File: src/rtl/tree_route_pkg.sv
package tree_route_pkg;
  localparam int PORT_W = 4;
  localparam int P_UP    = 0;
  localparam int P_LEFT  = 1;
  localparam int P_RIGHT = 2;
  localparam int P_LOCAL = 3;

  typedef logic [PORT_W-1:0] port_vec_t;
endpackage

File: src/rtl/tr_level_enc.sv
module tr_level_enc #(
  parameter int LW  = 8,
  parameter int LVW = $clog2(LW + 1)
) (
  input  logic [LW-1:0]  label,
  output logic [LVW-1:0] level
);
  // Highest set bit wins: the last assignment in ascending order sticks.
  always_comb begin
    level = '0;
    for (int i = 0; i < LW; i++) begin
      if (label[i]) level = LVW'(i + 1);
    end
  end
endmodule

File: src/rtl/tr_prefix_len.sv
module tr_prefix_len #(
  parameter int LW  = 8,
  parameter int LVW = $clog2(LW + 1)
) (
  input  logic [LW-1:0]  a_label,
  input  logic [LW-1:0]  b_label,
  input  logic [LVW-1:0] a_level,
  input  logic [LVW-1:0] b_level,
  output logic [LVW-1:0] common_len
);
  logic [LW-1:0] a_head [LW];
  logic [LW-1:0] b_head [LW];
  logic [LW-1:0] hit;

  // Leading k bits of each label; matches nest, so the longest hit wins.
  for (genvar k = 1; k <= LW; k++) begin : g_len
    always_comb begin
      a_head[k-1] = a_label >> (a_level - LVW'(k));
      b_head[k-1] = b_label >> (b_level - LVW'(k));
      hit[k-1]    = (LVW'(k) <= a_level) && (LVW'(k) <= b_level) &&
                    (a_head[k-1] == b_head[k-1]);
    end
  end

  always_comb begin
    common_len = '0;
    for (int k = 1; k <= LW; k++) begin
      if (hit[k-1]) common_len = LVW'(k);
    end
  end
endmodule

File: src/rtl/tr_route_core.sv
module tr_route_core
  import tree_route_pkg::*;
#(
  parameter int LW  = 8,
  parameter int LVW = $clog2(LW + 1)
) (
  input  logic [LW-1:0]  cur_label,
  input  logic [LW-1:0]  dst_label,
  output port_vec_t      port,
  output logic [LVW-1:0] climb,
  output logic           err
);
  logic [LVW-1:0] cur_lvl, dst_lvl, shared;
  logic [LW-1:0]  dst_tail;
  logic           bad, below;

  tr_level_enc #(.LW(LW), .LVW(LVW)) u_cur_lvl (.label(cur_label), .level(cur_lvl));
  tr_level_enc #(.LW(LW), .LVW(LVW)) u_dst_lvl (.label(dst_label), .level(dst_lvl));

  tr_prefix_len #(.LW(LW), .LVW(LVW)) u_common (
    .a_label   (cur_label),
    .b_label   (dst_label),
    .a_level   (cur_lvl),
    .b_level   (dst_lvl),
    .common_len(shared)
  );

  always_comb begin
    bad      = (cur_label == '0) || (dst_label == '0);
    below    = (shared == cur_lvl);
    dst_tail = dst_label >> (dst_lvl - cur_lvl - LVW'(1));
    port     = '0;
    climb    = '0;
    err      = bad;
    if (!bad) begin
      climb = cur_lvl - shared;
      if (!below)                    port[P_UP]    = 1'b1;
      else if (cur_label == dst_label) port[P_LOCAL] = 1'b1;
      else if (dst_tail[0])          port[P_RIGHT] = 1'b1;
      else                           port[P_LEFT]  = 1'b1;
    end
  end
endmodule

File: src/rtl/tree_route_unit.sv
module tree_route_unit
  import tree_route_pkg::*;
#(
  parameter int DEPTH      = 8,
  parameter bit REGISTERED = 1'b1,
  localparam int LVW       = $clog2(DEPTH + 1)
) (
  input  logic             clk,
  input  logic             rst_n,
  input  logic             in_valid,
  output logic             in_ready,
  input  logic [DEPTH-1:0] cur_label,
  input  logic [DEPTH-1:0] dst_label,
  output logic             out_valid,
  input  logic             out_ready,
  output logic [3:0]       out_port,
  output logic [LVW-1:0]   out_climb,
  output logic             out_err
);
  port_vec_t      c_port;
  logic [LVW-1:0] c_climb;
  logic           c_err;

  tr_route_core #(.LW(DEPTH), .LVW(LVW)) u_core (
    .cur_label(cur_label),
    .dst_label(dst_label),
    .port     (c_port),
    .climb    (c_climb),
    .err      (c_err)
  );

  if (REGISTERED) begin : g_reg
    logic           v_q;
    port_vec_t      port_q;
    logic [LVW-1:0] climb_q;
    logic           err_q;

    assign in_ready = !v_q || out_ready;

    always_ff @(posedge clk) begin
      if (!rst_n) begin
        v_q     <= 1'b0;
        port_q  <= '0;
        climb_q <= '0;
        err_q   <= 1'b0;
      end else if (in_ready) begin
        v_q <= in_valid;
        if (in_valid) begin
          port_q  <= c_port;
          climb_q <= c_climb;
          err_q   <= c_err;
        end
      end
    end

    assign out_valid = v_q;
    assign out_port  = port_q;
    assign out_climb = climb_q;
    assign out_err   = err_q;
  end else begin : g_comb
    assign in_ready  = out_ready;
    assign out_valid = in_valid;
    assign out_port  = c_port;
    assign out_climb = c_climb;
    assign out_err   = c_err;
  end
endmodule

File: config.mk
export PLATFORM = sky130hd
export DESIGN_NAME = tree_route_unit
export DESIGN_NICKNAME = d
export VERILOG_FILES = /design/src/rtl/tree_route_pkg.sv /design/src/rtl/tr_level_enc.sv /design/src/rtl/tr_prefix_len.sv /design/src/rtl/tr_route_core.sv /design/src/rtl/tree_route_unit.sv
export SDC_FILE = /design/constraint.sdc
export NUM_CORES = 1
export LEC_CHECK = 0
export ABC_CLOCK_PERIOD_IN_PS = 6600
export BUFFER_PORTS_ARGS = -buffer_cell sky130_fd_sc_hd__buf_4
export CORE_ASPECT_RATIO = 1.75
export CORE_UTILIZATION = 45
export DETAILED_ROUTE_END_ITERATION = 10
export PLACE_DENSITY = 0.63
export SLEW_MARGIN = 20
export SYNTH_ARGS = -nofsm -noshare
export SYNTH_HDL_FRONTEND = slang
export SYNTH_SLANG_ARGS = --single-unit
File: constraint.sdc
create_clock -name clk -period 6.6 [get_ports clk]
set_input_delay 1.98 -clock clk [delete_from_list [all_inputs] [get_ports clk]]
set_output_delay 1.98 -clock clk [all_outputs]
set_load 0.1 [all_outputs]
Yosys cells after proc, flatten, opt, wreduce, memory -nomap -nowiden
Index checks and enable logic that the tools add are counted.
{"block": "classes", "multipliers": 0, "mux": 32, "add_sub_neg": 19, "eq_ne": 10, "magnitude_cmp": 16, "reduce_logical": 22, "n_bitwise": 0, "n_shift": 17, "div_mod_pow": 0}
{"cell": "$shr A8 B4 Y8", "n": 16}
{"cell": "$mux W4", "n": 23}
{"cell": "$eq A8 B8 Y1", "n": 9}
{"cell": "$le A3 B4 Y1 const A", "n": 8}
{"cell": "$sub A4 B3 Y4 const B", "n": 8}
{"cell": "$le A2 B4 Y1 const A", "n": 4}
{"cell": "$logic_and A1 B1 Y1", "n": 16}
{"cell": "$logic_not A8 Y1", "n": 2}
{"cell": "$sub A4 B2 Y4 const B", "n": 4}
{"cell": "$sub A4 B1 Y4 const B", "n": 3}
{"cell": "$le A1 B4 Y1 const A", "n": 2}
{"cell": "$le A4 B4 Y1 const A", "n": 2}
{"cell": "$shr A8 B4 Y1", "n": 1}
{"cell": "$sub A4 B4 Y4", "n": 2}
{"cell": "$sub A4 B4 Y4 const B", "n": 2}
{"cell": "$mux W1", "n": 7}
{"cell": "$eq A4 B4 Y1", "n": 1}
{"cell": "$mux W3", "n": 1}
{"cell": "$logic_or A1 B1 Y1", "n": 2}
{"cell": "$mux W2", "n": 1}
{"cell": "$reduce_and A2 Y1", "n": 1}
{"cell": "$logic_not A1 Y1", "n": 1}
{"block": "totals", "ramBits": 0, "reg_bits": 10, "latchBits": 0, "n_memories": 0, "mem_bits_ro": 0, "in_bits": 20, "output_inout_bits": 11, "word_cells": 120}

Longest topological paths before layout
{"block": "depth", "depth_word": 23, "depth_mapped": 26, "ltp_nobuf": 23}

Hierarchy
From an unflattened synthesis, not the netlist that was laid out.
{"block": "hier_totals", "cells_unflattened": 823, "hier_area_um2": 6336.1}
{"module": "tr_prefix_len", "seq_area_each_um2": 0.0, "instances": 1, "area_per_inst_um2": 5282.6, "cells_each": 694}
{"module": "tr_route_core", "seq_area_each_um2": 0.0, "instances": 1, "area_per_inst_um2": 488.0, "cells_each": 61}
{"module": "tree_route_unit", "seq_area_each_um2": 200.2, "instances": 1, "area_per_inst_um2": 415.4, "cells_each": 44}
{"module": "tr_level_enc", "seq_area_each_um2": 0.0, "instances": 2, "area_per_inst_um2": 75.1, "cells_each": 12}

Least setup slack after synthesis
No wires, ideal clock.
{"block": "synth_path", "path_kind": "in2reg", "from": "input port dst_label[7]", "to": "register g_reg.climb_q[3] (netlist: out_climb[3])", "path_stages": 24, "t_arrival_ps": 6588, "path_slack_ps": -107, "setup_ps": 120, "t_required_ps": 6480, "n_path_buf": 5, "path_cell_list": "buf_6 -> buf_2 -> buf_2 -> buf_2 -> a21oi_1 -> inv_1 -> ha_1 -> clkbuf_1 -> o21ai_0 -> o311ai_0 -> nand2_1 -> or2_2 -> xnor2_1 -> or4_1 -> nor4_2 -> nor2b_1 -> o311ai_1 -> nand2_1 -> ha_1 -> a21o_1 -> a21oi_1 -> xnor2_1 -> a22oi_1 -> nor2_1"}
{"block": "synth_via", "elab_chain_cells": 15, "word_cells_on_any_way": 61, "cone_classes": "add/sub (9); order compare (8); eq/ne (8); shift (8); mux (10); reduce/logical (18)"}
{"item": "start, declared", "line_no": "tree_route_unit.sv:13", "source": "input logic [DEPTH-1:0] dst_label,"}
{"item": "$mux W4", "line_no": "tr_level_enc.sv:12", "source": "if (label[i]) level = LVW'(i + 1);"}
{"item": "$sub A4 B1 Y4", "line_no": "tr_prefix_len.sv:19", "source": "b_head[k-1] = b_label >> (b_level - LVW'(k));"}
{"item": "$shr A8 B4 Y8", "line_no": "tr_prefix_len.sv:19"}
{"item": "$eq A8 B8 Y1", "line_no": "tr_prefix_len.sv:21", "source": "(a_head[k-1] == b_head[k-1]);"}
{"item": "$logic_and A1 B1 Y1", "line_no": "tr_prefix_len.sv:20", "source": "hit[k-1] = (LVW'(k) <= a_level) && (LVW'(k) <= b_level) &&"}
{"item": "$mux W1", "line_no": "tr_prefix_len.sv:28", "source": "if (hit[k-1]) common_len = LVW'(k);"}
{"item": "$mux W4 (7 in series)", "line_no": "tr_prefix_len.sv:28"}
{"item": "$sub A4 B4 Y4", "line_no": "tr_route_core.sv:36", "source": "climb = cur_lvl - shared;"}
{"item": "$mux W4 (*)", "line_no": "tr_route_core.sv:35", "source": "if (!bad) begin"}
{"item": "end signal, assigned", "line_no": "tree_route_unit.sv:50", "source": "climb_q <= c_climb;"}
{"item": "end, declared", "line_no": "tree_route_unit.sv:35", "source": "logic [LVW-1:0] climb_q;"}
Every way passes the cells marked *; elsewhere a longest branch is shown, timed or not.
A chain may end at the register's enable or synchronous reset.

Final worst setup path
{"block": "layout_path", "from": "input port cur_label[4]", "to": "register g_reg.climb_q[3] (netlist: out_climb[3])"}
{"block": "layout_via", "elab_chain_cells": 18, "word_cells_on_any_way": 64, "cone_classes": "add/sub (9); order compare (8); eq/ne (8); shift (8); mux (13); reduce/logical (18)"}
{"item": "start, declared", "line_no": "tree_route_unit.sv:12", "source": "input logic [DEPTH-1:0] cur_label,"}
{"item": "$mux W4 (4 in series)", "line_no": "tr_level_enc.sv:12"}
{"item": "$sub A4 B1 Y4", "line_no": "tr_prefix_len.sv:18", "source": "a_head[k-1] = a_label >> (a_level - LVW'(k));"}
{"item": "$shr A8 B4 Y8", "line_no": "tr_prefix_len.sv:18"}
{"item": "$eq A8 B8 Y1", "line_no": "tr_prefix_len.sv:21"}
{"item": "$logic_and A1 B1 Y1", "line_no": "tr_prefix_len.sv:20"}
{"item": "$mux W1", "line_no": "tr_prefix_len.sv:28"}
{"item": "$mux W4 (7 in series)", "line_no": "tr_prefix_len.sv:28"}
{"item": "$sub A4 B4 Y4", "line_no": "tr_route_core.sv:36"}
{"item": "$mux W4 (*)", "line_no": "tr_route_core.sv:35"}
Marked as above.

==> flow_metrics.py <==
metrics = {
    "status": {
        "status": "completed",
    },
    "place": {
        "hpwl_um": 13600,
        "place_ws_ns": -0.0251,
        "gp_congestion": 0.966,
        "numPortBuffers": 30,
    },
    "synthesis": {
        "synth_top_cell_by_area": "ha_1",
        "ys_seq_area_share_pct": 4.73,
        "avgSynthCellArea_um2": 6.82,
        "synth_top_area_share_pct": 8.28,
        "synth_edf_count": 0,
        "yosysWarnings": 0,
        "synth-main-ff-cell": "dfxtp_1",
        "synth.area.top_cells": "ha_1 8.3%, xor2_1 5.4%, nor2_1 5.3%",
        "yosys_register_bits": 10,
        "syn_area_um2": 4230,
        "async_flop_share_pct": 0,
        "netlist_instances": 620,
        "synth_nets": 670,
        "ys_types": 93,
    },
    "routing": {
        "dr.pass1.iters": 5,
        "vias_per_cell": 6.53,
        "dr.first_iter.drc_count": 394,
        "drc_errors": 0,
        "wl_per_cell_um": 21.5,
        "wl_um": 16900,
        "vias": 5119,
        "drtAntennaViolNets": 0,
    },
    "cts": {
        "clock-root-buffer": "clkbuf_16",
        "clk_pin_slew_ns": 0.04,
        "htreeDepth": 1,
        "clkSinkCount": 10,
        "cts_setup_buffers": 0,
        "ctsHoldBuffers": 0,
        "cts_tree": "yes",
        "cts_buffer_depth": 2,
        "clock_latency_ns": 0.24,
        "cts_buffers": 3,
    },
    "floorplan": {
        "die_h_um": 130,
        "die_w_um": 75.3,
        "core-area_um2": 9090,
        "fp-row-count": 46,
        "initial_core_util_pct": 46.5,
        "dieArea_um2": 9810,
        "ioPinCount": 31,
    },
    "finish": {
        "area_growth_pct": 15.5,
        "fin_nets": 715,
        "drive_above_1_share_pct": 19.1,
        "multi_input_area_um2": 3650,
        "seq_area_um2": 200,
        "antenna_cells": 0,
        "n_fill_cell": 955,
    },
    "pwr": {
        "power.leakage_nw": 2.01,
        "ir_drop_mv": 0.159,
        "pwr_density_cell_nw_per_um2": 168,
    },
    "timing": {
        "maxSlewViolCount": 0,
        "clock_skew_ns": 0.00276,
        "setup_ws_ns": 0.209,
        "max_freq_mhz": 156,
        "rsz0062_at_grt": "no",
        "setup_viol": 0,
        "hold_violations": 0,
        "fin_crit_sh_pct": 96.8,
        "period_needed_ns": 6.39,
        "tightestPinTransition_ns": 0.743,
        "relSlewSlack_pct": 49.9,
        "hold-worst-slack_ns": 0.475,
    },
    "global_routing": {
        "grt_pass1_wl_um": 25800,
        "grt_pass1_vias": 4962,
        "top_usage_layer": "met2",
        "use_met3_pct": 4.17,
        "grt_usage_pct": 35.4,
        "use_met2_pct": 61.7,
        "overflow": 0,
        "grt_max_degree": 31,
        "grt_antenna_before_repair": 0,
        "grtUsageMet1_pct": 38.1,
    },
    "worst_hold_path": {
        "worstHoldStart": "out_port[2]",
        "hold_end": "out_port[2]",
        "holdPathStages": 1,
        "hold_path_class": "register to register",
    },
    "setup_path": {
        "r2r-end": "out_port[2]",
        "timing.rr.start": "out_valid",
        "worstPathMaxFanout": 30,
        "worstSetupEndpointType": "register",
        "worstSetupPathType": "input pin to register",
        "r2r_cells": 6,
        "critPathRequiredTime_ns": 6.72,
        "r2r_slack_ns": 4.55,
        "cp.arrival_ns": 6.51,
        "start_kind": "input pin",
    },
    "job": {
        "drv_cap": 0,
    },
}
-- layer usage --
layer	wire length, um	up-vias
met5	0	-
met2	8510	284
met3	1020	91
met4	1350	0
li1	-	2382
met1	5980	2362
-- final cells by class --
| cell class | instances | area share [%] |
|---|---|---|
| inverters | 37 | 2.84 |
| well taps | 120 | 3.07 |
| clock buffers | 4 | 1.82 |
| repair buffers | 86 | 13.5 |
| flip-flops and latches | 10 | 4.10 |
| multi-input cells | 527 | 74.7 |
-- worst max path at each step --
stage / slack (ns) / end / cells past startpoint / from
after floorplan: 0.09 / out_climb[3] / 24 / dst_label[7]
after global placement: 0.03 / out_climb[3] / 21 / cur_label[2]
after detailed placement: -0.03 / out_climb[3] / 21 / cur_label[2]
after CTS: 0.18 / out_climb[3] / 21 / cur_label[2]
after global routing: 0.02 / out_climb[2] / 24 / dst_label[4]
final: 0.21 / out_climb[3] / 20 / cur_label[4]
-- stage by stage --
| step | instances | area, um^2 | power (mW) | util (%) | setup TNS, ns |
|---|---|---|---|---|---|
| 3_3_place_gp | 780 | 4800 | 0.684 | 52.8 | 0 |
| 2_1_floorplan | 620 | 4230 | 0.513 | - | 0 |
| 6_report | 784 | 4890 | 0.819 | 53.7 | 0 |
| 3_5_place_dp | 780 | 4800 | 0.687 | 52.8 | -0.0251 |
| 4_1_cts | 784 | 4890 | 0.809 | 53.7 | 0 |
| 5_1_grt | 784 | 4890 | 0.871 | 53.7 | 0 |
-- Yosys cell counts, drive strengths merged (10+ instances only) --
| library cell | n |
|---|---|
| nor2b | 16 |
| o21ai | 39 |
| dfxtp | 10 |
| nor3 | 23 |
| nor4 | 11 |
| ha | 28 |
| a21oi | 40 |
| o22ai | 10 |
| nand2 | 57 |
| or2 | 11 |
| nand2b | 10 |
| a22oi | 10 |
| o31ai | 12 |
| buf | 35 |
| nor2 | 61 |
| xnor2 | 22 |
| xor2 | 26 |
| clkbuf | 11 |
| inv | 36 |
-- logic make-up after synthesis --
kind of cell | Yosys count | synth area share, %
multiplexers | 9 | 2.81
adder cells (fa/ha/maj) | 30 | 9.23
flip-flops | 10 | 4.73
buffers and inverters | 83 | 9.05
AND/OR/NAND/NOR | 232 | 28.0
XOR/XNOR | 48 | 9.94
AO/OA/AOI/OAI | 208 | 36.3
-- registers in the layout, summed over array words and instances (netlist names) --
name,cells
out_err,1
out_valid,1
out_port,4
out_climb,4
-- where the power goes --
part,total (mW),internal [mW],switching (mW)
clock,0.120,0.0911,0.0286
sequential,0.0726,0.0683,0.00428
combinational,0.627,0.242,0.385
-- cell usage in the layout, fill, tap and decap left out, types with 10 or more instances in the layout --
master   count
o31ai_1     11
xnor2_1     22
buf_4       85
nor2_1      60
o22ai_1     10
nor2b_1     16
nand2_1     57
o21ai_0     32
dfxtp_1     10
nor3_1      22
inv_1       33
a22oi_1     10
ha_1        28
a21oi_1     37
xor2_1      26
-- critical path, cell delays in order --
cell	delay (ns)
buf_4	0.14
o31a_1	0.33
or2_2	0.30
ha_1	0.32
buf_12	0.17
o311ai_1	0.49
nand3_1	0.17
xor2_1	0.19
or4_1	0.54
nor4_2	0.14
buf_4	0.16
nor2b_1	0.04
o311ai_1	0.35
nand2_1	0.14
ha_1	0.33
a21o_1	0.18
a21oi_1	0.18
xnor2_1	0.09
a22oi_1	0.17
nor2_1	0.07
-- repair_timing --
action,in CTS,in global routing
resized for setup,0,1
endpoints found under the setup margin,0,2
endpoints found under the hold margin,0,0
Note: power is estimated with default switching activity, not from simulation.
